$ cat config.mk
export PLATFORM = sky130hd
export DESIGN_NAME = i2c_slave_dbuf
export DESIGN_NICKNAME = d
export VERILOG_FILES = /design/src/rtl/i2c_slv_pkg.sv /design/src/rtl/i2c_slv_sync.sv /design/src/rtl/i2c_slv_engine.sv /design/src/rtl/i2c_slv_regs.sv /design/src/rtl/i2c_slave_dbuf.sv
export SDC_FILE = /design/constraint.sdc
export NUM_CORES = 1
export LEC_CHECK = 0
export BUFFER_PORTS_ARGS = -buffer_cell sky130_fd_sc_hd__buf_2
export CAP_MARGIN = 20
export CORE_ASPECT_RATIO = 2
export CORE_MARGIN = 10
export CORE_UTILIZATION = 55
export CTS_CLUSTER_DIAMETER = 120
export CTS_CLUSTER_SIZE = 16
export DETAILED_ROUTE_END_ITERATION = 6
export HOLD_SLACK_MARGIN = 0.03
export PLACE_DENSITY = 0.74
export SLEW_MARGIN = 0
export SYNTH_ARGS = -nofsm -noshare
export SYNTH_HDL_FRONTEND = slang
export SYNTH_SLANG_ARGS = --single-unit
$ cat constraint.sdc
create_clock -name clk -period 2.5 [get_ports clk]
set_clock_uncertainty 0.05 [all_clocks]
set_input_delay 0.5 -clock clk [delete_from_list [all_inputs] [get_ports clk]]
set_output_delay 0.5 -clock clk [all_outputs]
set_load 0.1 [all_outputs]
$ cat src/rtl/i2c_slv_pkg.sv
package i2c_slv_pkg;
  typedef enum logic [3:0] {
    S_IDLE, S_ADDR, S_AACK, S_TX, S_TACK, S_HTX, S_RX, S_HRX, S_RACK, S_WAIT
  } slv_state_e;

  localparam logic [1:0] REG_CTRL = 2'd0;
  localparam logic [1:0] REG_STAT = 2'd1;
  localparam logic [1:0] REG_TXD  = 2'd2;
  localparam logic [1:0] REG_RXD  = 2'd3;

  typedef struct packed {
    logic rxak;
    logic rw;
    logic amatch;
    logic rx_full;
    logic tx_empty;
  } slv_stat_t;
endpackage

$ cat src/rtl/i2c_slv_sync.sv
module i2c_slv_sync #(
  parameter int STAGES = 2
) (
  input  logic clk,
  input  logic rst_n,
  input  logic scl_i,
  input  logic sda_i,
  output logic sda_s,
  output logic scl_rise,
  output logic scl_fall,
  output logic start_det,
  output logic stop_det
);
  localparam int LEN = (STAGES < 2) ? 2 : STAGES;

  logic [LEN-1:0] scl_pipe, sda_pipe;
  logic scl_d, sda_d, scl_q;

  always_ff @(posedge clk or negedge rst_n) begin
    if (!rst_n) begin
      scl_pipe <= '1;
      sda_pipe <= '1;
      scl_d    <= 1'b1;
      sda_d    <= 1'b1;
    end else begin
      scl_pipe <= {scl_pipe[LEN-2:0], scl_i};
      sda_pipe <= {sda_pipe[LEN-2:0], sda_i};
      scl_d    <= scl_pipe[LEN-1];
      sda_d    <= sda_pipe[LEN-1];
    end
  end

  assign scl_q     = scl_pipe[LEN-1];
  assign sda_s     = sda_pipe[LEN-1];
  assign scl_rise  = scl_q & ~scl_d;
  assign scl_fall  = ~scl_q & scl_d;
  // SDA edge counts as a condition only if SCL was high before and after
  assign start_det = scl_q & scl_d & sda_d & ~sda_s;
  assign stop_det  = scl_q & scl_d & ~sda_d & sda_s;
endmodule

$ cat src/rtl/i2c_slv_engine.sv
module i2c_slv_engine
  import i2c_slv_pkg::*;
#(
  parameter int DW = 8,
  parameter int AW = 7
) (
  input  logic          clk,
  input  logic          rst_n,
  input  logic          en,
  input  logic [AW-1:0] own_addr,
  input  logic          sda_s,
  input  logic          scl_rise,
  input  logic          scl_fall,
  input  logic          start_det,
  input  logic          stop_det,
  input  logic          tx_full,
  input  logic [DW-1:0] tx_byte,
  output logic          tx_load,
  input  logic          rx_full,
  output logic          rx_push,
  output logic [DW-1:0] rx_byte,
  output logic          sda_oe,
  output logic          scl_oe,
  output logic          amatch,
  output logic          rw_bit,
  output logic          rxak
);
  localparam int CW = $clog2(DW + 1);
  localparam logic [CW-1:0] LAST = CW'(DW);

  slv_state_e st;
  logic [CW-1:0] cnt;
  logic [DW-1:0] sh, txsh;
  logic quiet, need_tx, need_rx;

  assign quiet   = !start_det && !stop_det;
  assign need_tx = (st == S_AACK && scl_fall && rw_bit) ||
                   (st == S_TACK && scl_fall && !rxak) ||
                   (st == S_HTX);
  assign need_rx = (st == S_RX && scl_fall && cnt == LAST) || (st == S_HRX);
  assign tx_load = en && quiet && need_tx && tx_full;
  assign rx_push = en && quiet && need_rx && !rx_full;
  assign rx_byte = sh;

  // Line drive follows the state: acknowledge phases, or a 0 data bit
  assign sda_oe = (st == S_AACK) || (st == S_RACK) ||
                  (st == S_TX && !txsh[DW-1]);
  assign scl_oe = (st == S_HTX) || (st == S_HRX);

  always_ff @(posedge clk or negedge rst_n) begin
    if (!rst_n) begin
      st     <= S_IDLE;
      cnt    <= '0;
      sh     <= '0;
      txsh   <= '1;
      amatch <= 1'b0;
      rw_bit <= 1'b0;
      rxak   <= 1'b1;
    end else if (!en || stop_det) begin
      st     <= S_IDLE;
      amatch <= 1'b0;
    end else if (start_det) begin
      st     <= S_ADDR;
      cnt    <= '0;
      amatch <= 1'b0;
    end else begin
      case (st)
        S_ADDR: begin
          if (scl_rise) begin
            sh  <= {sh[DW-2:0], sda_s};
            cnt <= cnt + 1'b1;
          end else if (scl_fall && cnt == LAST) begin
            cnt <= '0;
            if (sh[DW-1 -: AW] == own_addr) begin
              amatch <= 1'b1;
              rw_bit <= sh[0];
              st     <= S_AACK;
            end else begin
              st <= S_WAIT;
            end
          end
        end
        S_AACK: begin
          if (scl_fall) begin
            cnt <= '0;
            st  <= rw_bit ? S_HTX : S_RX;
          end
        end
        S_TX: begin
          if (scl_rise) begin
            cnt <= cnt + 1'b1;
          end else if (scl_fall) begin
            if (cnt == LAST) begin
              cnt <= '0;
              st  <= S_TACK;
            end else begin
              txsh <= {txsh[DW-2:0], 1'b1};
            end
          end
        end
        S_TACK: begin
          if (scl_rise) rxak <= sda_s;
          else if (scl_fall) st <= rxak ? S_WAIT : S_HTX;
        end
        S_RX: begin
          if (scl_rise) begin
            sh  <= {sh[DW-2:0], sda_s};
            cnt <= cnt + 1'b1;
          end else if (scl_fall && cnt == LAST) begin
            cnt <= '0;
            st  <= rx_push ? S_RACK : S_HRX;
          end
        end
        S_HRX: begin
          if (rx_push) st <= S_RACK;
        end
        S_RACK: begin
          if (scl_fall) begin
            cnt <= '0;
            st  <= S_RX;
          end
        end
        default: ;
      endcase
      if (tx_load) begin
        txsh <= tx_byte;
        cnt  <= '0;
        st   <= S_TX;
      end
    end
  end

  assert_off_releases_R11: assert property (@(posedge clk) disable iff (!rst_n)
    !en |=> (!sda_oe && !scl_oe));
  assert_no_move_when_off_R11: assert property (@(posedge clk) disable iff (!rst_n)
    !en |-> !(tx_load || rx_push));
  assert_stop_clears_match_R12: assert property (@(posedge clk) disable iff (!rst_n)
    stop_det |=> !amatch);
  assert_ack_only_matched_R3: assert property (@(posedge clk) disable iff (!rst_n)
    (st == S_AACK) |-> amatch);
  assert_tx_stall_holds_R10: assert property (@(posedge clk) disable iff (!rst_n)
    (st == S_HTX && !tx_full && en && quiet) |=> (st == S_HTX && scl_oe));
  assert_rx_stall_holds_R10: assert property (@(posedge clk) disable iff (!rst_n)
    (st == S_HRX && rx_full && en && quiet) |=> (st == S_HRX && scl_oe));
endmodule

$ cat src/rtl/i2c_slv_regs.sv
module i2c_slv_regs
  import i2c_slv_pkg::*;
#(
  parameter int DW = 8,
  parameter int AW = 7
) (
  input  logic          clk,
  input  logic          rst_n,
  input  logic          cpu_sel,
  input  logic          cpu_wr,
  input  logic [1:0]    cpu_addr,
  input  logic [DW-1:0] cpu_wdata,
  output logic [DW-1:0] cpu_rdata,
  output logic          en,
  output logic [AW-1:0] own_addr,
  output logic [DW-1:0] tx_byte,
  output logic          tx_full,
  input  logic          tx_load,
  input  logic [DW-1:0] rx_byte,
  input  logic          rx_push,
  output logic          rx_full,
  input  logic          amatch,
  input  logic          rw_bit,
  input  logic          rxak
);
  logic [DW-1:0] ctrl_q, tx_hold, rx_hold;
  logic tx_empty, wr_tx, rd_rx, wr_ctrl;
  slv_stat_t stat;

  assign wr_ctrl  = cpu_sel && cpu_wr && cpu_addr == REG_CTRL;
  assign wr_tx    = cpu_sel && cpu_wr && cpu_addr == REG_TXD;
  assign rd_rx    = cpu_sel && !cpu_wr && cpu_addr == REG_RXD;
  assign en       = ctrl_q[0];
  assign own_addr = ctrl_q[DW-1 -: AW];
  assign tx_byte  = tx_hold;
  assign tx_full  = !tx_empty;
  assign stat     = '{rxak: rxak, rw: rw_bit, amatch: amatch,
                      rx_full: rx_full, tx_empty: tx_empty};

  always_ff @(posedge clk or negedge rst_n) begin
    if (!rst_n) begin
      ctrl_q    <= '0;
      tx_hold   <= '1;
      tx_empty  <= 1'b1;
      rx_hold   <= '0;
      rx_full   <= 1'b0;
      cpu_rdata <= '0;
    end else begin
      if (wr_ctrl) ctrl_q <= cpu_wdata;
      // A processor write wins over a same-cycle move into the shifter
      if (wr_tx) begin
        tx_hold  <= cpu_wdata;
        tx_empty <= 1'b0;
      end else if (tx_load) begin
        tx_empty <= 1'b1;
      end
      if (rx_push) begin
        rx_hold <= rx_byte;
        rx_full <= 1'b1;
      end else if (rd_rx) begin
        rx_full <= 1'b0;
      end
      if (cpu_sel && !cpu_wr) begin
        case (cpu_addr)
          REG_CTRL: cpu_rdata <= ctrl_q;
          REG_STAT: cpu_rdata <= DW'(stat);
          REG_TXD:  cpu_rdata <= tx_hold;
          default:  cpu_rdata <= rx_hold;
        endcase
      end
    end
  end

  assert_write_clears_empty_R4: assert property (@(posedge clk) disable iff (!rst_n)
    wr_tx |=> !tx_empty);
  assert_load_sets_empty_R4: assert property (@(posedge clk) disable iff (!rst_n)
    (tx_load && !wr_tx) |=> tx_empty);
  assert_load_needs_byte_R5: assert property (@(posedge clk) disable iff (!rst_n)
    tx_load |-> !tx_empty);
  assert_push_sets_full_R8: assert property (@(posedge clk) disable iff (!rst_n)
    rx_push |=> (rx_full && rx_hold == $past(rx_byte)));
  assert_no_overwrite_R10: assert property (@(posedge clk) disable iff (!rst_n)
    rx_push |-> !rx_full);
  assert_read_clears_full_R9: assert property (@(posedge clk) disable iff (!rst_n)
    (rd_rx && !rx_push) |=> !rx_full);
endmodule

$ cat src/rtl/i2c_slave_dbuf.sv
module i2c_slave_dbuf #(
  parameter int DW          = 8,
  parameter int AW          = 7,
  parameter int SYNC_STAGES = 2
) (
  input  logic          clk,
  input  logic          rst_n,
  input  logic          cpu_sel,
  input  logic          cpu_wr,
  input  logic [1:0]    cpu_addr,
  input  logic [DW-1:0] cpu_wdata,
  output logic [DW-1:0] cpu_rdata,
  input  logic          scl_i,
  input  logic          sda_i,
  output logic          scl_oe,
  output logic          sda_oe
);
  logic sda_s, scl_rise, scl_fall, start_det, stop_det;
  logic en, tx_full, tx_load, rx_full, rx_push, amatch, rw_bit, rxak;
  logic [AW-1:0] own_addr;
  logic [DW-1:0] tx_byte, rx_byte;

  i2c_slv_sync #(.STAGES(SYNC_STAGES)) u_sync (
    .clk(clk), .rst_n(rst_n), .scl_i(scl_i), .sda_i(sda_i),
    .sda_s(sda_s), .scl_rise(scl_rise), .scl_fall(scl_fall),
    .start_det(start_det), .stop_det(stop_det)
  );

  i2c_slv_engine #(.DW(DW), .AW(AW)) u_engine (
    .clk(clk), .rst_n(rst_n), .en(en), .own_addr(own_addr),
    .sda_s(sda_s), .scl_rise(scl_rise), .scl_fall(scl_fall),
    .start_det(start_det), .stop_det(stop_det),
    .tx_full(tx_full), .tx_byte(tx_byte), .tx_load(tx_load),
    .rx_full(rx_full), .rx_push(rx_push), .rx_byte(rx_byte),
    .sda_oe(sda_oe), .scl_oe(scl_oe),
    .amatch(amatch), .rw_bit(rw_bit), .rxak(rxak)
  );

  i2c_slv_regs #(.DW(DW), .AW(AW)) u_regs (
    .clk(clk), .rst_n(rst_n), .cpu_sel(cpu_sel), .cpu_wr(cpu_wr),
    .cpu_addr(cpu_addr), .cpu_wdata(cpu_wdata), .cpu_rdata(cpu_rdata),
    .en(en), .own_addr(own_addr), .tx_byte(tx_byte), .tx_full(tx_full),
    .tx_load(tx_load), .rx_byte(rx_byte), .rx_push(rx_push),
    .rx_full(rx_full), .amatch(amatch), .rw_bit(rw_bit), .rxak(rxak)
  );
endmodule

### After elaboration in Yosys (flattened, before gate mapping)

Cells that the tools add are included.
Widths: inputs -> output; s select.

| word-level totals | value |
|---|---|
| flip-flop bits (word level) | 67 |
| output and inout port bits | 10 |
| word-level logic and storage cells | 162 |

| operators by class | value |
|---|---|
| add/subtract/negate cells | 1 |
| equal/unequal tests | 32 |
| muxes and demuxes | 45 |
| bitwise logic cells | 14 |
| reduce and logical (&&, ||, !) cells | 53 |

Operator list:

| kind | count |
|---|---|
| $mux 4 | 26 |
| $ne 5x3->1 const B | 9 |
| $mux 8 | 5 |
| $pmux 4 s7 | 1 |
| $pmux 8 s3 | 1 |
| $ne 5x4->1 const B | 4 |
| $logic_and 1x1->1 | 19 |
| $reduce_and 6->1 | 3 |
| $eq 4x3->1 const B | 4 |
| $reduce_and 13->1 | 1 |
| $pmux 4 s3 | 1 |
| $reduce_and 4->1 | 3 |
| $mux 1 | 10 |
| $reduce_bool 10->1 | 1 |
| $reduce_bool 3->1 | 3 |
| $eq 4x2->1 const B | 2 |
| $eq 4x4->1 const B | 2 |
| $logic_not 1->1 | 8 |
| $reduce_bool 2->1 | 4 |
| $and 1x1->1 | 7 |
| $eq 7x7->1 | 1 |
| $logic_or 1x1->1 | 7 |
| $not 1->1 | 7 |
| $ne 5x1->1 const B | 1 |
| 13 further kinds | 15 |

### Depth between registers and ports, before layout

Gate-level depths: netlist of the first run.

| depth | value |
|---|---|
| depth after elaboration | 15 |
| depth in mapped cells | 10 |
| depth with buffers taken out | 8 |

### By module

A second synthesis of the first run with hierarchy kept.

| unflattened totals | value |
|---|---|
| cell total of the unflattened synthesis | 313 |
| area, all modules | 3,564.7 µm² |

Modules (own cells, without submodules):

| module | instances | cells each | area each (µm²) | seq. area each (µm²) |
|---|---|---|---|---|
| i2c_slv_engine | 1 | 198 | 1,861.8 | 686.9 |
| i2c_slv_regs | 1 | 105 | 1,512.7 | 862.1 |
| i2c_slv_sync | 1 | 10 | 190.2 | 157.7 |

### Worst setup path before layout of the first run

Ideal clock, no wire load.

| timing path | value |
|---|---|
| path kind | reg2out |
| start | register u_engine.st[3] |
| end | output sda_oe |
| arrival | 2.431 ns |
| slack | -0.481 ns |
| cell stages (with the launch flop) | 5 |
| buffers on the path | 1 |
| cell sequence | dfrtp_1 -> clkbuf_1 -> nor2b_1 -> o21ai_0 -> a21oi_1 |

| on the way | value |
|---|---|
| longest elaborated chain between the ends | 3 |
| elaborated cells between the ends (all ways) | 6 |

RTL lines:

| what | RTL line | source |
|---|---|---|
| start, declared | i2c_slv_engine.sv:31 | `slv_state_e st;` |
| start signal, assigned | i2c_slv_engine.sv:86 | `st <= rw_bit ? S_HTX : S_RX;` |
| start signal, assigned | i2c_slv_engine.sv:103 | `else if (scl_fall) st <= rxak ? S_WAIT : S_HTX;` |
| start signal, assigned | i2c_slv_engine.sv:111 | `st <= rx_push ? S_RACK : S_HRX;` |
| $eq 4x2->1, or another cell as far along | i2c_slv_engine.sv:46 | `assign sda_oe = (st == S_AACK) \|\| (st == S_RACK) \|\|` |
| $logic_or 1x1->1 or $logic_and 1x1->1 (tied branches) | i2c_slv_engine.sv:46, i2c_slv_engine.sv:47 |  |
| $logic_or 1x1->1 * | i2c_slv_engine.sv:46 |  |
| end, declared | i2c_slave_dbuf.sv:16 | `output logic sda_oe` |

Mark *: on every way between the ends. The rest lies on a longest branch, timed or not.

### Worst setup path in the final report of the first run

| timing path | value |
|---|---|
| start | register u_engine.st[1] |
| end | output sda_oe |

The elaborated chain is that of the path after synthesis.

==> results of run 1 <==
==> power breakdown <==
part	internal [mW]	switching, mW	total (mW)
logic	0.288	0.456	0.744
registers	1.27	0.172	1.44
clock network	0.768	0.452	1.22
total	2.32	1.08	3.40
==> final timing paths <==
path | start | endpoint | slack, ns | depth (start not counted)
max | u_engine.st[1]$_DFFE_PN0P_ | sda_oe | 0.18 | 6
min in group clk | scl_i | u_sync.scl_pipe[0]$_DFF_PN1_ | 0.22 | 1
max reg2reg | u_sync.scl_d$_DFF_PN1_ | u_engine.st[2]$_DFFE_PN0P_ | 0.20 | 6
min reg2reg | u_sync.sda_pipe[0]$_DFF_PN1_ | u_sync.sda_pipe[1]$_DFF_PN1_ | 0.30 | 0
min | rst_n | u_regs.ctrl_q[0]$_DFFE_PN0P_ | 0.13 | 2
max in group asynchronous | rst_n | u_engine.txsh[2]$_DFFE_PN1P_ | 1.94 | 2
==> flip-flops by register name, summed over array words and instances, names as in the netlist, 2 cells and up <==
signal / cells
u_regs.tx_byte: 8
u_engine.rx_byte: 8
u_engine.st: 4
u_regs.cpu_rdata: 8
u_regs.ctrl_q: 8
u_sync.scl_pipe: 2
u_engine.cnt: 4
u_sync.sda_pipe: 2
u_engine.txsh: 8
u_regs.rx_hold: 8
==> layout by cell type (no fill, tap or decap), types with 6 or more instances in the layout <==
cell	n
buf_2	24
nor2_1	24
clkbuf_16	9
mux2i_1	8
o21ai_0	12
nor2b_1	6
a21oi_1	11
mux2_2	40
buf_4	16
nor3_1	6
dfrtp_1	42
nand2_1	33
dfstp_2	24
nand2b_1	8
==> logic make-up (layout without fill, tap and decap cells) <==
logic type                 Yosys count  count (layout)  share of synthesized area [%]
DFF                                 67              67                           48.9
AOI/OAI and AO/OA                   51              51                           10.3
buffers and inverters               22              63                           3.08
and+or+nand+nor                    110             110                           16.6
muxes                               53              53                           18.4
xor gates and xnor gates             8               8                           2.01
adders and majority gates            2               2                          0.716
==> layout make-up <==
| cell class | instances | area (µm²) |
|---|---|---|
| Inverter | 5 | 18.8 |
| Tap cell | 86 | 108 |
| Sequential cell | 67 | 1710 |
| Clock buffer | 11 | 233 |
| Fill cell | 532 | 2170 |
| Multi-Input combinational cell | 224 | 1680 |
| Timing Repair Buffer | 42 | 280 |
| Clock inverter | 5 | 55.1 |
==> layer usage <==
| metal | wire length, µm | track usage (%) |
|---|---|---|
| met3 | 323 | 4.61 |
| met4 | 432 | 11.4 |
| met5 | 0 | 0 |
| met1 | 3020 | 16.8 |
| met2 | 4880 | 33.9 |
==> stage by stage <==
stage	util (%)	std cells	instance area, µm²
2_1_floorplan	-	313	3500
3_3_place_gp	60.6	424	3790
3_5_place_dp	60.6	424	3790
4_1_cts	65.2	440	4080
5_1_grt	65.3	440	4080
6_report	65.3	440	4080
==> timing repair <==
action | 4_1_cts | 5_1_grt
resized for setup | 0 | 1
setup endpoints to repair | 0 | 1
endpoints found under the hold margin | 0 | 0
==> results by group, run 1 <==
Status
  • Status: completed

Synthesis
  • Post-synth top area share: 30.8%
  • Synth cell types: 58
  • Syn Inst Count: 313
  • EDFF count, synth: 0
  • Synth area leaders: dfrtp_1 31%, dfstp_2 18%, mux2_2 13%
  • Most common cell in the netlist: dfrtp_1
  • Ys async rst share: 100%
  • Syn nets: 331
  • Synthesized cell area: 3490 µm²
  • Top FF cell, synth: dfrtp_1
  • Synth top cells by count: 43 x dfrtp_1, 40 x mux2_2, 33 x nand2_1
  • Yosys reg bits: 67
  • Yosys top cell by area: dfrtp_1
  • Mean Syn Cell Area: 11.2 µm²
  • Synth Warn #: 0
  • Seq/Total Area, Yosys: 48.9%

Timing
  • RSZ-0062 raised after global routing: false
  • Final setup TNS: 0 ns
  • Count of final setup violators: 0
  • Max Slew Vio Count: 0
  • Worst Slack Setup Final: 0.182 ns
  • Fin. Hold Viols: 0
  • Period utilization: 92.7%
  • Least-Margin Pin Slew: 0.600 ns
  • Post-layout minimum cycle time: 2.32 ns
  • Max frequency: 431 MHz
  • Relative slew slack: 59.6%
  • Hold slack: 0.130 ns

Routing
  • DRC: 0
  • DR vias/cell: 5.80
  • Total number of vias: 2552
  • Routed Antenna Nets: 0
  • Drt first pass iters: 4
  • Wirelength per Cell: 19.7 µm
  • Final wirelength: 8660 µm
  • 1st-iter DRT viols: 161

Setup path
  • Crit path launch type: register
  • Crit-path most repeated cell: buf_4
  • Crit. End Element: output pin
  • Crit path cell chain: buf_4 -> nor2b_1 -> buf_4 -> nand2b_1 -> a21oi_2 -> buf_12
  • WP buf/inv: 3
  • Worst Path Class, Setup: reg2out
  • Max incr delay on CP: 0.44 ns
  • CP arrival: 1.77 ns
  • Worst Path Required: 1.95 ns
  • Family with the most delay on the worst path: buffers and inverters
  • CP max-delay cell: dfrtp_2
  • Critical-path maximum fanout: 7

Cells and area
  • Fin nets: 367
  • Layout cell share with drive strength beyond 1: 38.1%
  • Area Growth Syn to Fin: 16.9%
  • # diodes: 0

Floorplanning
  • Core footprint: 6260 µm²
  • Rows: 41
  • Die Ht: 133 µm
  • DIE AREA: 10100 µm²
  • Chip Width: 76.3 µm
  • Starting Density: 55.8%
  • # IOs: 26

GRT
  • GRT Total Usage: 18.2%
  • Initial antenna violation count: 0
  • Vias in the first global route: 2819
  • Pin count of the biggest net entering global routing: 68
  • Total grt overflow: 0
  • First-pass GRT wire length: 14500 µm

Placement
  • Post-place setup slack: 0.250 ns
  • Routability congestion estimate: 0.977
  • HPWL Detailed: 6460 µm
  • Buffers added on ports: 25

Power and ir drop
  • Total power: 3.40 mW
  • Pwr Density: 833 nW/µm²
  • Leak pwr: 1.82 nW
  • Maximum vdd drop: 0.554 mV

Clock tree
  • Clk sinks: 67
  • Cts bufs inserted: 9
  • TritonCTS clock tree: done
  • Clock tree root buffer cell: clkbuf_16
  • Post-CTS Setup Bufs: 0
  • CTS H-tree depth: 3
  • Clock Latency Late Sink: 0.33 ns
  • Clk slew on worst S/H paths: 0.05 ns
  • Clock Path Buffers: 2
  • Hold buffer count at CTS: 0

Hold path
  • HP Class: in2async

Run
  • Max-Cap Viols: 0
Power figures use the tool's default switching activity.
==> run 2: changes to the inputs <==
- SYNTH_HIERARCHICAL: not set -> 1
==> results by group, run 2 <==
Status
  • Status: completed (unchanged)

Cells and area
  • Fin util: 64.8% (was 65.3%)
  • Fin nets: 364 (was 367)
  • Most common cell after layout, fill and taps aside: dfrtp_1 (unchanged)
  • Final instance area: 4090 µm² (was 4080 µm²)
  • # diodes: 0 (unchanged)
  • Fillers: 494 (was 532)
  • Most frequent cells in the layout: 42 x dfrtp_1, 39 x mux2_2, 35 x nand2_1, 24 x buf_2, 24 x dfstp_2 (was 42 x dfrtp_1, 40 x mux2_2, 33 x nand2_1)
  • Non-filler cells, final: 437 (was 440)
  • Area of the multi-input gates: 1730 µm² (was 1680 µm²)
  • Area Growth Syn to Fin: 14.7% (was 16.9%)
  • Layout cell share with drive strength beyond 1: 37.0% (was 38.1%)
  • Reg area: 1710 µm² (unchanged)

Timing
  • Fin. Hold Viols: 0 (unchanged)
  • Hold slack: 0.143 ns (was 0.130 ns)
  • Max frequency: 415 MHz (was 431 MHz)
  • Relative slew slack: 57.6% (was 59.6%)
  • Final setup TNS: 0 ns (unchanged)
  • Worst Slack Setup Final: 0.0885 ns (was 0.182 ns)
  • Period utilization: 96.5% (was 92.7%)
  • RSZ-0062 raised after global routing: false (unchanged)
  • Count of final setup violators: 0 (unchanged)
  • Post-layout minimum cycle time: 2.41 ns (was 2.32 ns)
  • Max Slew Vio Count: 0 (unchanged)
  • Least-Margin Pin Slew: 0.636 ns (was 0.600 ns)

Clock tree
  • Clock tree root buffer cell: clkbuf_16 (unchanged)
  • CTS H-tree depth: 3 (unchanged)
  • Clk slew on worst S/H paths: 0.05 ns (about the same)
  • TritonCTS clock tree: done (unchanged)
  • Post-CTS Setup Bufs: 0 (unchanged)
  • Clock Path Buffers: 2 (unchanged)
  • Clock Latency Late Sink: 0.33 ns (about the same)
  • Cts bufs inserted: 9 (unchanged)
  • Clk sinks: 67 (unchanged)

Hold path
  • HP Class: in2async (unchanged)

Power and ir drop
  • Sequential power share: 40.5% (was 42.3%)
  • Total power: 3.85 mW (was 3.40 mW)
  • NetSw: 1.38 mW (was 1.08 mW)
  • Maximum vdd drop: 0.596 mV (was 0.554 mV)
  • Logic pwr share: 31.2% (was 21.9%)
  • Internal power: 2.47 mW (was 2.32 mW)
  • Switching part of the total: 35.8% (was 31.7%)
  • Clock group share of total power: 28.3% (was 35.8%)
  • Pwr Density: 942 nW/µm² (was 833 nW/µm²)
  • Leak pwr: 1.81 nW (was 1.82 nW)

Synthesis
  • Synth Warn #: 6 (was 0)
  • Yosys reg bits: 67 (unchanged)
  • Post-synth top area share: 30.2% (was 30.8%)
  • Mean Syn Cell Area: 11.4 µm² (was 11.2 µm²)
  • EDFF count, synth: 0 (unchanged)
  • Synthesized cell area: 3560 µm² (was 3490 µm²)
  • Seq/Total Area, Yosys: 47.9% (was 48.9%)
  • Synth top cells by count: 43 x dfrtp_1, 39 x mux2_2, 35 x nand2_1 (was 43 x dfrtp_1, 40 x mux2_2, 33 x nand2_1)
  • Syn Inst Count: 313 (unchanged)
  • Syn nets: 331 (unchanged)
  • Yosys top cell by area: dfrtp_1 (unchanged)
  • Ys async rst share: 100% (unchanged)
  • Synth area leaders: dfrtp_1 30%, dfstp_2 18%, mux2_2 12% (was dfrtp_1 31%, dfstp_2 18%, mux2_2 13%)
  • Most common cell in the netlist: dfrtp_1 (unchanged)
  • Top FF cell, synth: dfrtp_1 (unchanged)
  • Synth cell types: 66 (was 58)

GRT
  • Initial antenna violation count: 0 (unchanged)
  • Vias in the first global route: 2927 (was 2819)
  • Total grt overflow: 0 (unchanged)
  • First-pass GRT wire length: 14900 µm (was 14500 µm)
  • Pin count of the biggest net entering global routing: 42 (was 68)
  • GRT Total Usage: 18.5% (was 18.2%)

Setup path
  • RR Endpoint: u_engine/st[1]$_DFFE_PN0P_ (was u_engine.st[2]$_DFFE_PN0P_)
  • CP arrival: 1.86 ns (was 1.77 ns)
  • Crit. End Element: output pin (unchanged)
  • R2r worst-path depth: 7 (was 6)
  • Worst Path Required: 1.95 ns (about the same)
  • Worst R2R Start: u_sync/scl_pipe[1]$_DFF_PN1_ (was u_sync.scl_d$_DFF_PN1_)
  • Crit path launch type: register (unchanged)
  • R2r setup slk: 0.14 ns (was 0.20 ns)
  • Critical-path maximum fanout: 13 (was 7)
  • Worst Path Class, Setup: reg2out (unchanged)

Floorplanning
  • Rows: 41 (unchanged)
  • Core footprint: 6310 µm² (was 6260 µm²)
  • Starting Density: 56.5% (was 55.8%)
  • # IOs: 26 (unchanged)
  • Chip Width: 76.9 µm (was 76.3 µm)
  • Die Ht: 134 µm (was 133 µm)
  • DIE AREA: 10300 µm² (was 10100 µm²)

Routing
  • Final wirelength: 8980 µm (was 8660 µm)
  • DR vias/cell: 6.17 (was 5.80)
  • Wirelength per Cell: 20.5 µm (was 19.7 µm)
  • DRC: 0 (unchanged)
  • Total number of vias: 2695 (was 2552)
  • 1st-iter DRT viols: 188 (was 161)
  • Routed Antenna Nets: 0 (unchanged)
  • Drt first pass iters: 4 (unchanged)

Placement
  • Routability congestion estimate: 0.955 (was 0.977)
  • HPWL Detailed: 6600 µm (was 6460 µm)
  • DP Cell Count: 421 (was 424)
  • Post-place setup slack: 0.136 ns (was 0.250 ns)
  • Buffers added on ports: 25 (unchanged)
  • Placed cell areas: 3840 µm² (was 3790 µm²)

Run
  • Max-Cap Viols: 0 (unchanged)
run 2: cell count changes after synthesis, moves of 5 or more:
cell | before | now
inv_1 | 5 | 13
a21oi_1 | 12 | 6
clkbuf_1 | 9 | 3
mux4_1 | 0 | 5
mux4_2 | 5 | 0
nand2b_1 | 8 | 3
nand4_1 | 0 | 5
xnor2_1 | 4 | 9
run 2: how the worst max path moves through the flow:
| stage | from | endpoint | slack (ns) | cells past startpoint |
|---|---|---|---|---|
| after global routing | u_engine/st[0]$_DFFE_PN0P_ | scl_oe | 0.02 | 4 |
| after detailed placement | u_sync/scl_pipe[1]$_DFF_PN1_ | u_engine/st[2]$_DFFE_PN0P_ | 0.14 | 7 |
| final | u_engine/st[3]$_DFFE_PN0P_ | sda_oe | 0.09 | 4 |
| after floorplan | u_sync/sda_pipe[1]$_DFF_PN1_ | u_regs/rx_hold[0]$_DFFE_PN0P_ | 0.13 | 5 |
| after CTS | u_engine/st[0]$_DFFE_PN0P_ | scl_oe | 0.12 | 4 |
| after global placement | u_sync/scl_pipe[1]$_DFF_PN1_ | u_engine/st[1]$_DFFE_PN0P_ | 0.16 | 7 |
run 2: kinds of logic after synthesis:
| group | share of synthesized area, % |
|---|---|
| and+or+nand+nor | 16.4 |
| AOI/OAI and AO/OA | 11.0 |
| xor gates and xnor gates | 2.21 |
| DFF | 47.9 |
| adders and majority gates | 0.702 |
| muxes | 18.0 |
| buffers and inverters | 3.83 |
run 2: timing repair:
item | in CTS | in global routing
hold buffers | 0 | 0
resized for setup | 1 | 0
endpoints found under the setup margin | 1 | 0
run 2: cell type report:
cell class	count	share of cell area, %
Multi-Input combinational cell	217	42.2
Sequential cell	67	41.8
Clock buffer	15	6.06
Timing Repair Buffer	37	5.93
Tap cell	86	2.63
Inverter	14	1.28
Clock inverter	1	0.122
run 2: power groups by stage:
stage | Sequential, mW | Clock (mW) | Combinational, mW
global placement | 1.55 | 0 | 1.17
global route | 1.59 | 1.16 | 1.30
finish | 1.56 | 1.09 | 1.20
CTS | 1.55 | 1.11 | 1.20
floorplan | 1.61 | 0 | 0.770
detailed placement | 1.56 | 0 | 1.19
run 2: routing by layer:
metal	part of all wire [%]	global-route usage (%)	routed length, µm
met4	6.4	13.8	574
met5	0	0	0
met3	4.6	3.82	410
met1	35	18.3	3160
met2	54	32.7	4830
run 2: worst max-delay path, cell delays in order (launching register included):
cell     delay [ns]
dfrtp_1        0.59
nor2b_1        0.44
a21oi_1        0.15
nor2_2         0.15
buf_12         0.19
==> run 3: changes to the inputs <==
- BUFFER_PORTS_ARGS: -buffer_cell sky130_fd_sc_hd__buf_2 -> not set
- DONT_BUFFER_PORTS: not set -> 1
- PLACE_DENSITY: 0.74 -> 0.7
==> results by group, run 3 (synthesis gave the netlist of run 2 again) <==
Status
  • Status: completed (unchanged)

Clock tree
  • Clock Latency Late Sink: 0.33 ns (about the same)
  • TritonCTS clock tree: done (unchanged)
  • Clk slew on worst S/H paths: 0.05 ns (about the same)
  • CTS H-tree depth: 3 (unchanged)
  • Clk sinks: 67 (unchanged)
  • Clock tree root buffer cell: clkbuf_16 (unchanged)
  • Cts bufs inserted: 9 (unchanged)
  • Post-CTS Setup Bufs: 0 (unchanged)
  • Clock Path Buffers: 2 (unchanged)

Placement
  • Buffers added on ports: 0 (was 25)
  • DP Cell Count: 409 (was 421)
  • HPWL Detailed: 6360 µm (was 6600 µm)
  • Routability congestion estimate: 0.896 (was 0.955)

Routing
  • DRC: 0 (unchanged)
  • 1st-iter DRT viols: 258 (was 188)
  • Total number of vias: 2622 (was 2695)
  • Drt first pass iters: 4 (unchanged)
  • Wirelength per Cell: 20.3 µm (was 20.5 µm)
  • Final wirelength: 8650 µm (was 8980 µm)
  • DR vias/cell: 6.14 (was 6.17)
  • Routed Antenna Nets: 0 (unchanged)

Power and ir drop
  • Maximum vdd drop: 0.620 mV (was 0.596 mV)
  • Leak pwr: 1.80 nW (was 1.81 nW)
  • Pwr Density: 958 nW/µm² (was 942 nW/µm²)

Floorplanning
  • Die Ht: 134 µm (unchanged)
  • Chip Width: 76.9 µm (unchanged)
  • Core footprint: 6310 µm² (unchanged)
  • Rows: 41 (unchanged)
  • # IOs: 26 (unchanged)
  • DIE AREA: 10300 µm² (unchanged)
  • Starting Density: 56.5% (unchanged)

Setup path
  • CP Launch Point: u_sync/scl_pipe[1]$_DFF_PN1_ (was u_engine/st[3]$_DFFE_PN0P_)
  • Crit path cell chain: and4b_1 -> nor4b_1 -> buf_4 -> o31ai_1 -> o21ai_0 -> a31oi_2 -> mux2_2 (was nor2b_1 -> a21oi_1 -> nor2_2 -> buf_12)
  • Worst R2R Start: u_sync/scl_pipe[1]$_DFF_PN1_ (unchanged)
  • Family with the most delay on the worst path: compound AO/OA/AOI/OAI gates (was flip-flops)
  • Crit path launch type: register (unchanged)
  • R2r setup slk: 0.12 ns (was 0.14 ns)
  • Worst Path Class, Setup: reg2reg (was reg2out)
  • CP max-delay cell: dfstp_2 (was dfrtp_1)
  • Crit. End Element: register (was output pin)
  • WP buf/inv: 1 (unchanged)
  • Worst Path Required: 2.66 ns (was 1.95 ns)
  • CP arrival: 2.54 ns (was 1.86 ns)
  • Max incr delay on CP: 0.55 ns (was 0.59 ns)
  • Critical-path maximum fanout: 5 (was 13)

Cells and area
  • Most common cell after layout, fill and taps aside: dfrtp_1 (unchanged)
  • Most frequent cells in the layout: 42 x dfrtp_1, 39 x mux2_2, 35 x nand2_1, 25 x buf_4, 24 x dfstp_2 (was 42 x dfrtp_1, 39 x mux2_2, 35 x nand2_1, 24 x buf_2, 24 x dfstp_2)
  • Fillers: 489 (was 494)
  • Layout cell share with drive strength beyond 1: 36.4% (was 37.0%)
  • Area Growth Syn to Fin: 15.3% (was 14.7%)
  • Non-filler cells, final: 427 (was 437)
  • Fin nets: 354 (was 364)
  • # diodes: 0 (unchanged)

GRT
  • Total grt overflow: 0 (unchanged)
  • Vias in the first global route: 2738 (was 2927)
  • GRT Total Usage: 17.5% (was 18.5%)
  • Initial antenna violation count: 0 (unchanged)
  • Pin count of the biggest net entering global routing: 68 (was 42)
  • First-pass GRT wire length: 14100 µm (was 14900 µm)

Timing
  • Count of final setup violators: 0 (unchanged)
  • Relative slew slack: 61.9% (was 57.6%)
  • Least-Margin Pin Slew: 0.572 ns (was 0.636 ns)
  • Post-layout minimum cycle time: 2.38 ns (was 2.41 ns)
  • Max frequency: 420 MHz (was 415 MHz)
  • Max Slew Vio Count: 0 (unchanged)
  • Period utilization: 95.3% (was 96.5%)
  • RSZ-0062 raised after global routing: false (unchanged)
  • Final setup TNS: 0 ns (unchanged)
  • Fin. Hold Viols: 0 (unchanged)

Hold path
  • Worst Min Path Start: sda_i
  • HP Class: in2reg (was in2async)

Run
  • Max-Cap Viols: 0 (unchanged)
run 3: changes by cell type in the layout (fill, tap and decap cells not counted), moves of 2 or more:
cell / previous run / this run
buf_2: 24 / 0
clkinvlp_4: 0 / 2
buf_4: 11 / 25
clkbuf_1: 6 / 2
buf_12: 2 / 0
run 3: cell type report:
type | count | area (µm²) | area share [%]
multi-input cells | 217 | 1730 | 42.1
flip-flops and latches | 67 | 1710 | 41.6
clock buffers | 11 | 233 | 5.66
repair buffers | 27 | 225 | 5.48
well taps | 86 | 108 | 2.62
clock inverters | 5 | 55.1 | 1.34
inverters | 14 | 52.6 | 1.28
run 3: repair_timing:
item,4_1_cts,5_1_grt
endpoints found under the hold margin,67,0
setup endpoints to repair,1,1
hold buffers,2,0
pin swaps,0,0
gates resized for setup,1,1
gates cloned,0,0
run 3: per-layer routing:
metal  vias to the layer above  wire length (µm)  part of all wire (%)  global-route usage (%)
met5                         -                 0                     0                       0
met4                         0               384                   4.4                    11.2
met3                        25               415                   4.8                    5.02
met2                        87              4820                    56                    31.2
met1                      1325              3030                    35                    17.1
li1                       1185                 -                     -                       -
run 3: worst paths after layout:
path,end,cells after the start
hold reg to reg,u_sync/scl_pipe[1]$_DFF_PN1_,0
min in group asynchronous,u_engine/st[2]$_DFFE_PN0P_,2
hold / removal,u_sync/sda_pipe[0]$_DFF_PN1_,0
max in group asynchronous,u_sync/scl_pipe[0]$_DFF_PN1_,2
setup reg to reg,u_engine/st[1]$_DFFE_PN0P_,7
setup / recovery,u_engine/st[1]$_DFFE_PN0P_,7
run 3: stage by stage:
step	util, %	power [mW]	hold slack, ns	setup WS, ns	cell area, µm²
final	65.1	3.94	0.115	0.118	4110
after global routing	65.1	4.12	0.0978	0.0551	4110
after CTS	65.1	3.95	0.101	0.0764	4110
after detailed placement	59.9	2.70	0.158	0.136	3780
after global placement	59.9	2.67	0.158	0.152	3780
after floorplan	-	2.38	0.154	0.133	3570
run 3: report_power, final:
| part | internal [mW] | leakage [nW] | total, mW | switching [mW] |
|---|---|---|---|---|
| combinational | 0.466 | 0.843 | 1.18 | 0.710 |
| sequential | 1.34 | 0.818 | 1.55 | 0.213 |
| clock | 0.768 | 0.136 | 1.21 | 0.445 |
| total | 2.57 | 1.80 | 3.94 | 1.37 |
